$ cat src/rtl/wdg_pkg.sv
package wdg_pkg;

   // Response taken when the countdown expires
   typedef enum logic {
      WDG_RESP_RESET = 1'b0,
      WDG_RESP_IRQ   = 1'b1
   } wdg_resp_e;

   // Ones-mask decoder (shift) or per-code compare tree
   localparam int WDG_DEC_SHIFT = 0;
   localparam int WDG_DEC_MUX   = 1;

endpackage

$ cat src/rtl/wdg_timeout_decode.sv
module wdg_timeout_decode
   import wdg_pkg::*;
#(
   parameter int BASE_EXP     = 16,
   parameter int CODE_W       = 4,
   parameter int DECODE_STYLE = WDG_DEC_SHIFT,
   localparam int MAX_CODE    = (1 << CODE_W) - 1,
   localparam int CNT_W       = BASE_EXP + MAX_CODE
) (
   input  logic [CODE_W-1:0] code,
   output logic [CNT_W-1:0]  load_val
);

   // load_val = 2^(BASE_EXP+code) - 1
   generate
      if (DECODE_STYLE == WDG_DEC_SHIFT) begin : g_shift
         localparam logic [CNT_W-1:0] ONES = {CNT_W{1'b1}};
         logic [CODE_W-1:0] shamt;
         assign shamt    = CODE_W'(MAX_CODE) - code;
         assign load_val = ONES >> shamt;
      end else begin : g_mux
         always_comb begin
            load_val = '0;
            for (int i = 0; i <= MAX_CODE; i++) begin
               if (code == CODE_W'(i))
                  load_val = (CNT_W'(1) << (BASE_EXP + i)) - CNT_W'(1);
            end
         end
      end
   endgenerate

endmodule

$ cat src/rtl/wdg_cfg_regs.sv
module wdg_cfg_regs
   import wdg_pkg::*;
#(
   parameter int CODE_W         = 4,
   parameter int CODE_RST_FIRST = 15,
   parameter int CODE_RST_NORM  = 15
) (
   input  logic              clk,
   input  logic              rst_n,
   input  logic              mode_we,
   input  logic              mode_wdata,
   input  logic              first_we,
   input  logic [CODE_W-1:0] first_wdata,
   input  logic              norm_we,
   input  logic [CODE_W-1:0] norm_wdata,
   input  logic              first_phase,
   input  logic              use_norm,
   output wdg_resp_e         mode_q,
   output logic [CODE_W-1:0] load_code
);

   logic [CODE_W-1:0] first_q;
   logic [CODE_W-1:0] norm_q;

   always_ff @(posedge clk or negedge rst_n) begin
      if (!rst_n) begin
         mode_q  <= WDG_RESP_RESET;
         first_q <= CODE_W'(CODE_RST_FIRST);
         norm_q  <= CODE_W'(CODE_RST_NORM);
      end else begin
         if (mode_we)  mode_q  <= wdg_resp_e'(mode_wdata);
         if (first_we) first_q <= first_wdata;
         if (norm_we)  norm_q  <= norm_wdata;
      end
   end

   // Stored codes only reach the counter through a reload
   always_comb begin
      if (use_norm || !first_phase) load_code = norm_q;
      else                          load_code = first_q;
   end

endmodule

$ cat src/rtl/wdg_counter.sv
module wdg_counter #(
   parameter int CNT_W              = 31,
   parameter logic [CNT_W-1:0] RST_VAL = '1
) (
   input  logic             clk,
   input  logic             rst_n,
   input  logic             load,
   input  logic [CNT_W-1:0] load_val,
   input  logic             dec,
   output logic [CNT_W-1:0] count,
   output logic             zero
);

   always_ff @(posedge clk or negedge rst_n) begin
      if (!rst_n)      count <= RST_VAL;
      else if (load)   count <= load_val;
      else if (dec)    count <= count - CNT_W'(1);
   end

   assign zero = (count == '0);

endmodule

$ cat src/rtl/wdg_response.sv
module wdg_response
   import wdg_pkg::*;
(
   input  logic      clk,
   input  logic      rst_n,
   input  logic      expire,
   input  logic      kick,
   input  logic      irq_clr,
   input  wdg_resp_e mode,
   output logic      irq,
   output logic      rst_req
);

   logic still_pending;
   logic irq_d;
   logic rst_d;

   // A clear in the expiry cycle counts as having happened first
   assign still_pending = irq && !irq_clr && !kick;

   always_comb begin
      irq_d = irq;
      rst_d = rst_req;
      if (kick || irq_clr) irq_d = 1'b0;
      if (expire) begin
         if (mode == WDG_RESP_RESET) begin
            rst_d = 1'b1;
         end else begin
            if (still_pending) rst_d = 1'b1;
            irq_d = 1'b1;
         end
      end
   end

   always_ff @(posedge clk or negedge rst_n) begin
      if (!rst_n) begin
         irq     <= 1'b0;
         rst_req <= 1'b0;
      end else begin
         irq     <= irq_d;
         rst_req <= rst_d;
      end
   end

endmodule

$ cat src/rtl/wdg_top.sv
module wdg_top
   import wdg_pkg::*;
#(
   parameter int BASE_EXP       = 16,
   parameter int CODE_W         = 4,
   parameter int CODE_RST_FIRST = 15,
   parameter int CODE_RST_NORM  = 15,
   parameter int DECODE_STYLE   = WDG_DEC_SHIFT,
   localparam int MAX_CODE      = (1 << CODE_W) - 1,
   localparam int CNT_W         = BASE_EXP + MAX_CODE
) (
   input  logic              clk,
   input  logic              rst_n,
   input  logic              en_we,
   input  logic              en_wdata,
   input  logic              kick_we,
   input  logic              irq_clr_we,
   input  logic              mode_we,
   input  logic              mode_wdata,
   input  logic              first_code_we,
   input  logic [CODE_W-1:0] first_code_wdata,
   input  logic              norm_code_we,
   input  logic [CODE_W-1:0] norm_code_wdata,
   output logic [CNT_W-1:0]  count,
   output logic              running,
   output logic              first_phase,
   output logic              irq,
   output logic              rst_req
);

   localparam logic [CNT_W-1:0] RST_COUNT =
      {CNT_W{1'b1}} >> (MAX_CODE - CODE_RST_FIRST);

   // Elaboration-time parameter checks
   generate
      if (BASE_EXP < 1)
         $error("wdg_top: BASE_EXP must be at least 1");
      if (CODE_W < 1 || CODE_W > 5)
         $error("wdg_top: CODE_W must be 1..5");
      if (CODE_RST_FIRST < 0 || CODE_RST_FIRST > MAX_CODE)
         $error("wdg_top: CODE_RST_FIRST out of range");
      if (CODE_RST_NORM < 0 || CODE_RST_NORM > MAX_CODE)
         $error("wdg_top: CODE_RST_NORM out of range");
      if (DECODE_STYLE != WDG_DEC_SHIFT && DECODE_STYLE != WDG_DEC_MUX)
         $error("wdg_top: unknown DECODE_STYLE");
   endgenerate

   logic              start;
   logic              kick_run;
   logic              cnt_zero;
   logic              expire;
   logic              load;
   logic              use_norm;
   logic              dec;
   wdg_resp_e         mode_q;
   logic [CODE_W-1:0] load_code;
   logic [CNT_W-1:0]  load_val;

   assign start    = en_we && en_wdata && !running;
   assign kick_run = kick_we && running;
   assign expire   = running && cnt_zero && !kick_we;
   assign load     = start || kick_we || expire;
   assign use_norm = kick_run || expire;
   assign dec      = running && !load;

   // Enable is one-way; first phase ends at first expiry or running kick
   always_ff @(posedge clk or negedge rst_n) begin
      if (!rst_n) begin
         running     <= 1'b0;
         first_phase <= 1'b1;
      end else begin
         if (start)    running     <= 1'b1;
         if (use_norm) first_phase <= 1'b0;
      end
   end

   wdg_cfg_regs #(
      .CODE_W         (CODE_W),
      .CODE_RST_FIRST (CODE_RST_FIRST),
      .CODE_RST_NORM  (CODE_RST_NORM)
   ) u_cfg (
      .clk         (clk),
      .rst_n       (rst_n),
      .mode_we     (mode_we),
      .mode_wdata  (mode_wdata),
      .first_we    (first_code_we),
      .first_wdata (first_code_wdata),
      .norm_we     (norm_code_we),
      .norm_wdata  (norm_code_wdata),
      .first_phase (first_phase),
      .use_norm    (use_norm),
      .mode_q      (mode_q),
      .load_code   (load_code)
   );

   wdg_timeout_decode #(
      .BASE_EXP     (BASE_EXP),
      .CODE_W       (CODE_W),
      .DECODE_STYLE (DECODE_STYLE)
   ) u_dec (
      .code     (load_code),
      .load_val (load_val)
   );

   wdg_counter #(
      .CNT_W   (CNT_W),
      .RST_VAL (RST_COUNT)
   ) u_cnt (
      .clk      (clk),
      .rst_n    (rst_n),
      .load     (load),
      .load_val (load_val),
      .dec      (dec),
      .count    (count),
      .zero     (cnt_zero)
   );

   wdg_response u_resp (
      .clk     (clk),
      .rst_n   (rst_n),
      .expire  (expire),
      .kick    (kick_we),
      .irq_clr (irq_clr_we),
      .mode    (mode_q),
      .irq     (irq),
      .rst_req (rst_req)
   );

endmodule

$ cat config.mk
export PLATFORM = sky130hd
export DESIGN_NAME = wdg_top
export DESIGN_NICKNAME = d
export VERILOG_FILES = /design/src/rtl/wdg_pkg.sv /design/src/rtl/wdg_timeout_decode.sv /design/src/rtl/wdg_cfg_regs.sv /design/src/rtl/wdg_counter.sv /design/src/rtl/wdg_response.sv /design/src/rtl/wdg_top.sv
export SDC_FILE = /design/constraint.sdc
export NUM_CORES = 1
export LEC_CHECK = 0
export BUFFER_PORTS_ARGS = -buffer_cell sky130_fd_sc_hd__buf_2
export CORE_ASPECT_RATIO = 0.75
export CORE_MARGIN = 3
export CORE_UTILIZATION = 50
export CTS_BUF_LIST = sky130_fd_sc_hd__clkbuf_4 sky130_fd_sc_hd__clkbuf_8 sky130_fd_sc_hd__clkbuf_16
export DETAILED_ROUTE_END_ITERATION = 6
export PLACE_DENSITY = 0.76
export SYNTH_ARGS = -nofsm -noshare
export SYNTH_HDL_FRONTEND = slang
export SYNTH_SLANG_ARGS = --single-unit
$ cat constraint.sdc
create_clock -name clk -period 2.2 [get_ports clk]
set_input_delay 0.11 -clock clk [delete_from_list [all_inputs] [get_ports clk]]
set_output_delay 0.11 -clock clk [all_outputs]
set_load 0.05 [all_outputs]
# Word level (Yosys, flattened, before mapping)
# Cells that the tools add are included.
dict set report word_totals {
  reg_bits 44
  input_bits 18
  output_inout_bits 35
  word_cells 41
}
dict set report classes {
  add_sub_neg 2
  n_eq_ne 1
  shift 1
  n_mux 8
  n_reduce_logical 21
}
# cell count
set ops {}
lappend ops {{31-bit two-way mux} 2}
lappend ops {{31-bit zero test} 1}
lappend ops {{31-bit by 4-bit right shift with 31-bit output (first input constant)} 1}
lappend ops {{31-bit by 1-bit subtractor with 31-bit output (second input constant)} 1}
lappend ops {{1-bit logical AND} 8}
lappend ops {{1-bit zero test} 5}
lappend ops {{1-bit logical OR} 5}
lappend ops {{1-bit two-way mux} 5}
lappend ops {{4-bit two-way mux} 1}
lappend ops {{4-bit subtractor (first input constant)} 1}
lappend ops {{2-bit by 1-bit inequality test with 1-bit output (second input constant)} 1}
lappend ops {{2-bit AND reduction} 1}
lappend ops {{2-bit nonzero test} 1}

# Depth between registers and ports, before layout
dict set report logic_depth {
  ltp_word 9
  depth_mapped 9
  depth_no_buf 8
}

# By module
# Synthesis repeated with hierarchy kept, for this count alone.
dict set report hier_totals {
  hier_cells 283
  hier_area_um2 2738.9
}
# mod n_inst cells_per_inst area_per_inst_um2 seq_area_each_um2
set by_module_without_submodules {}
lappend by_module_without_submodules {wdg_counter 1 202 1870.5 814.5}
lappend by_module_without_submodules {wdg_cfg_regs 1 23 410.4 235.2}
lappend by_module_without_submodules {wdg_timeout_decode 1 41 267.8 0.0}
lappend by_module_without_submodules {wdg_top 1 10 105.1 51.3}
lappend by_module_without_submodules {wdg_response 1 7 85.1 50.0}

# Worst setup path before layout
# No wires, ideal clock.
dict set report synth_path {
  kind {register to register}
  start {register u_cnt.count[0]}
  end {register u_cnt.count[11]}
  setup_ns 0.090
  arrival_time_ns 2.538
  t_required_ns 2.110
  setup_slack_ns -0.428
  path_stages_with_launch 9
  n_path_buf 2
  period_less_slack_ns 2.628
  cell_sequence {dfstp_2 -> inv_1 -> ha_1 -> and2b_2 -> and3_2 -> a41oi_1 -> clkbuf_1 -> clkbuf_1 -> nand2_1}
}
dict set report synth_via {
  elab_chain_len 9
  word_cells_on_any_way 15
  cone_classes {2 x add/sub; 1 x shift; 3 x mux; 9 x reduce/logical}
}
# element line
set synth_lines {}
lappend synth_lines {{start, declared} wdg_counter.sv:10} ;# output logic [CNT_W-1:0] count,
lappend synth_lines {{start signal, assigned} wdg_counter.sv:16} ;# else if (load) count <= load_val;
lappend synth_lines {{start signal, assigned} wdg_counter.sv:17} ;# else if (dec) count <= count - CNT_W'(1);
lappend synth_lines {{31-bit zero test} wdg_counter.sv:20} ;# assign zero = (count == '0);
lappend synth_lines {{1-bit logical AND (2 in a row)} wdg_top.sv:61} ;# assign expire = running && cnt_zero && !kick_we;
lappend synth_lines {{1-bit logical OR} wdg_top.sv:63} ;# assign use_norm = kick_run || expire;
lappend synth_lines {{1-bit logical OR} wdg_cfg_regs.sv:39} ;# if (use_norm || !first_phase) load_code = norm_q;
lappend synth_lines {{4-bit two-way mux} wdg_cfg_regs.sv:39}
lappend synth_lines {{4-bit subtractor} wdg_timeout_decode.sv:19} ;# assign shamt = CODE_W'(MAX_CODE) - code;
lappend synth_lines {{31-bit by 4-bit right shift with 31-bit output} wdg_timeout_decode.sv:20} ;# assign load_val = ONES >> shamt;
lappend synth_lines {{31-bit two-way mux} wdg_counter.sv:16}
# Parallel ways exist; a longest one is shown, timed or not. The select of a mux whose other input is x is not followed.
# A chain may end at the register's enable or synchronous reset.

# Final worst setup path
dict set report layout_path {
  start {register u_cnt.count[28]}
  end {register u_cnt.count[16]}
}
dict set report layout_via {
  elab_chain_len 9
  word_cells_on_any_way 13
  cone_classes {1 x add/sub; 1 x shift; 2 x mux; 9 x reduce/logical}
}
# element line
set layout_lines {}
lappend layout_lines {{31-bit zero test (*)} wdg_counter.sv:20}
lappend layout_lines {{1-bit logical AND (*) (2 in a row)} wdg_top.sv:61}
lappend layout_lines {{1-bit logical OR} wdg_top.sv:63}
lappend layout_lines {{1-bit logical OR} wdg_cfg_regs.sv:39}
lappend layout_lines {{4-bit two-way mux} wdg_cfg_regs.sv:39}
lappend layout_lines {{4-bit subtractor} wdg_timeout_decode.sv:19}
lappend layout_lines {{31-bit by 4-bit right shift with 31-bit output} wdg_timeout_decode.sv:20}
lappend layout_lines {{31-bit two-way mux} wdg_counter.sv:16}
# Mark *: on every way between the ends. The rest lies on a longest branch, timed or not.

==> flow_summary.toml <==
[place]
dp_hpwl_um = 5860
post-place-ws_ps = -265
gp_congestion = 0.956
post-place-cells = 452
place.port_buffers = 52

[clock_network]
clkLatencyLatePin_ps = 300
clockBufferDepth = 2
cts_made_buffers = 5
clock-sinks = 44
htree_levels = 2
clkTransAtPathRegs_ps = 80
cts_tree = "built"
cts_root_buf = "clkbuf_8"

[power]
vdd_drop_max_v = 0.000421
p_leak_nw = 1.69
p_comb_share_pct = 29.4
power_density_nw_per_um2 = 531
p_int_mw = 1.41
pwr-share-clk_pct = 24.6
seq_power_share_pct = 46.1
switching_share_pct = 34.1
switchingPower_mw = 0.729

[die]
coreArea_um2 = 5090
std_cell_rows = 22
die-area_um2 = 6400
die_w_um = 91.4
ios = 53
die_y_um = 70.0
start_util_pct = 53.7

[timing]
relSlewSlack_pct = 53.1
rsz0062_at_grt = "yes"
max_clock_freq_mhz = 392
finalHoldViolCount = 0
tightest_slew_ps = 697
post-route-period-util_pct = 116
min_period_ps = 2550
skew_ps = 11.5
drv_slew = 0
setup_viol = 17
worst_slack_ps = -349

[status]
violations = "negative setup slack"
status = "complete, but fails checks"

[synthesis]
ys_types = 67
syn_nets = 294
synth_area_per_cell_um2 = 9.94
ys_ff_latch = 44
ys.flop_type = "dfstp_2"
seq_area_frac_synth_pct = 42.1
synth_edf_count = 0
yosysWarnings = 0
syn_inst = 275
synth_async_sr_flop_share_pct = 100
syn-cell-area_um2 = 2730

[finish]
nets = 423
drive_above_1_share_pct = 59.8
n_antenna_cell = 0
final_common_cell = "buf_4"
area_growth_pct = 47.3
mostFrequentLayoutCells = "buf_4 (66), buf_2 (52), dfstp_2 (39)"
fin_cells = 477

[routing]
wl_per_cell_um = 20.0
drtIter0Drc = 330
viasPerCell = 6.25
firstDrtPassIters = 5
antenna_left = 0
drt-total-wl_um = 9550
vias = 2979
post-route-drc-count = 0

[global_routing]
grt_pass1_vias = 2807
grt_antenna_before_repair = 0
gr-usage-all-layers_pct = 28.4
grt_max_degree = 32
overflow = 0
grt_pass1_wl_um = 14500

[critical_path]
start_kind = "flop"
timing.rr.end = "u_cnt.count[16]"
reg2reg_from = "u_cnt.count[28]"
r2r_slack_ps = -350
path_max_fanout = 5
arrival_ps = 2760
r2r_cells = 7
worstSetupPathType = "reg2reg"
required_ps = 2410
end_kind = "flop"

[run]
drv_cap = 0

[min_path]
hp-start = "mode_wdata"
hold_depth = 2
hold_class = "in2reg"
whs_endpoint = "u_cfg.mode_q"
## synthesized netlist by cell type (5+ instances only)
cell type	count	area (um2)
a21oi_1	10	50.1
and3_1	5	31.3
clkbuf_1	5	18.8
dfstp_2	40	1050
inv_1	7	26.3
mux2_2	9	101
nand2_1	28	105
nand3_1	7	35.0
nand4_1	5	31.3
nor2_1	13	48.8
nor3_1	13	65.1
nor4_1	9	56.3
o21ai_0	17	85.1
o31ai_1	5	37.5
or4_1	5	37.5
xnor2_1	6	52.6
## final cells by class
| type | count | area (um2) |
|---|---|---|
| multi-input combinational | 213 | 1710 |
| clock inverter | 1 | 5.00 |
| fill | 306 | 1070 |
| timing repair buffer | 133 | 950 |
| inverter | 7 | 28.8 |
| clock buffer | 7 | 83.8 |
| sequential | 44 | 1150 |
| tap | 72 | 90.1 |
## metal layers
metal | vias to the layer above | global-route usage, % | part of all wire [%]
li1 | 1321 | - | -
met3 | 39 | 5.60 | 8.8
met1 | 1408 | 40.5 | 43
met4 | 0 | 8.19 | 3.6
met2 | 211 | 43.9 | 45
met5 | - | 0 | 0
## stage by stage
| stage | hold slack, ps | area [um2] | power, mW | setup TNS, ps | utilization [%] |
|---|---|---|---|---|---|
| 6_report | 37.0 | 4030 | 2.14 | -2890 | 79.1 |
| 5_1_grt | 39.9 | 4030 | 2.21 | -3860 | 79.1 |
| 2_1_floorplan | -186 | 2770 | 1.31 | -4350 | - |
| 4_1_cts | 38.2 | 3890 | 2.08 | -2280 | 76.4 |
| 3_3_place_gp | 186 | 3530 | 1.51 | -2940 | 69.4 |
| 3_5_place_dp | 186 | 3530 | 1.52 | -3870 | 69.4 |
## worst max-delay path by stage
stage                                 end  slack [ps]            start
after floorplan           u_cnt.count[20]        -240  u_cnt.count[28]
after global placement    u_cnt.count[25]        -210  u_cnt.count[28]
after detailed placement  u_cnt.count[20]        -260   u_cnt.count[0]
after CTS                 u_cnt.count[20]        -210  u_cnt.count[26]
after global routing      u_cnt.count[16]        -370  u_cnt.count[28]
final                     u_cnt.count[16]        -350  u_cnt.count[28]
## what timing repair did
item | CTS | global route
hold buffers | 1 | 0
gates resized for setup | 32 | 25
setup endpoints to repair | 27 | 22
gates cloned | 0 | 1
buffers inserted | 12 | 6
hold endpoints to repair | 4 | 0
pin swaps | 20 | 18
## power groups by stage
stage               Sequential, mW  Clock, mW  Combinational (mW)
finish                       0.985      0.526               0.628
global route                 0.993      0.557               0.664
CTS                          0.974      0.522               0.582
detailed placement           0.984          0               0.534
global placement             0.980          0               0.525
floorplan                     1.11          0               0.194
## registers in the layout (all words and copies together) (netlist names)
register        count
first_phase         1
running             1
u_cfg.first_q       4
u_cfg.mode_q        1
u_cfg.norm_q        4
u_cnt.count        31
u_resp.irq          1
u_resp.rst_req      1
## logic make-up after synthesis
group,count (synthesis),synth area share (%)
xor gates and xnor gates,10,3.20
DFF,44,42.1
and+or+nand+nor,115,25.3
AOI/OAI and AO/OA,75,20.3
muxes,11,4.44
adders and majority gates,1,0.458
buffers and inverters,19,4.17
## worst max-delay path: stages, from the launching register on
cell	delay (ps)
dfstp_2	380
or4_4	550
or4_4	550
buf_12	160
o41ai_4	240
buf_4	220
o21ai_0	150
a32oi_1	220
(Power assumes the default switching activity.)
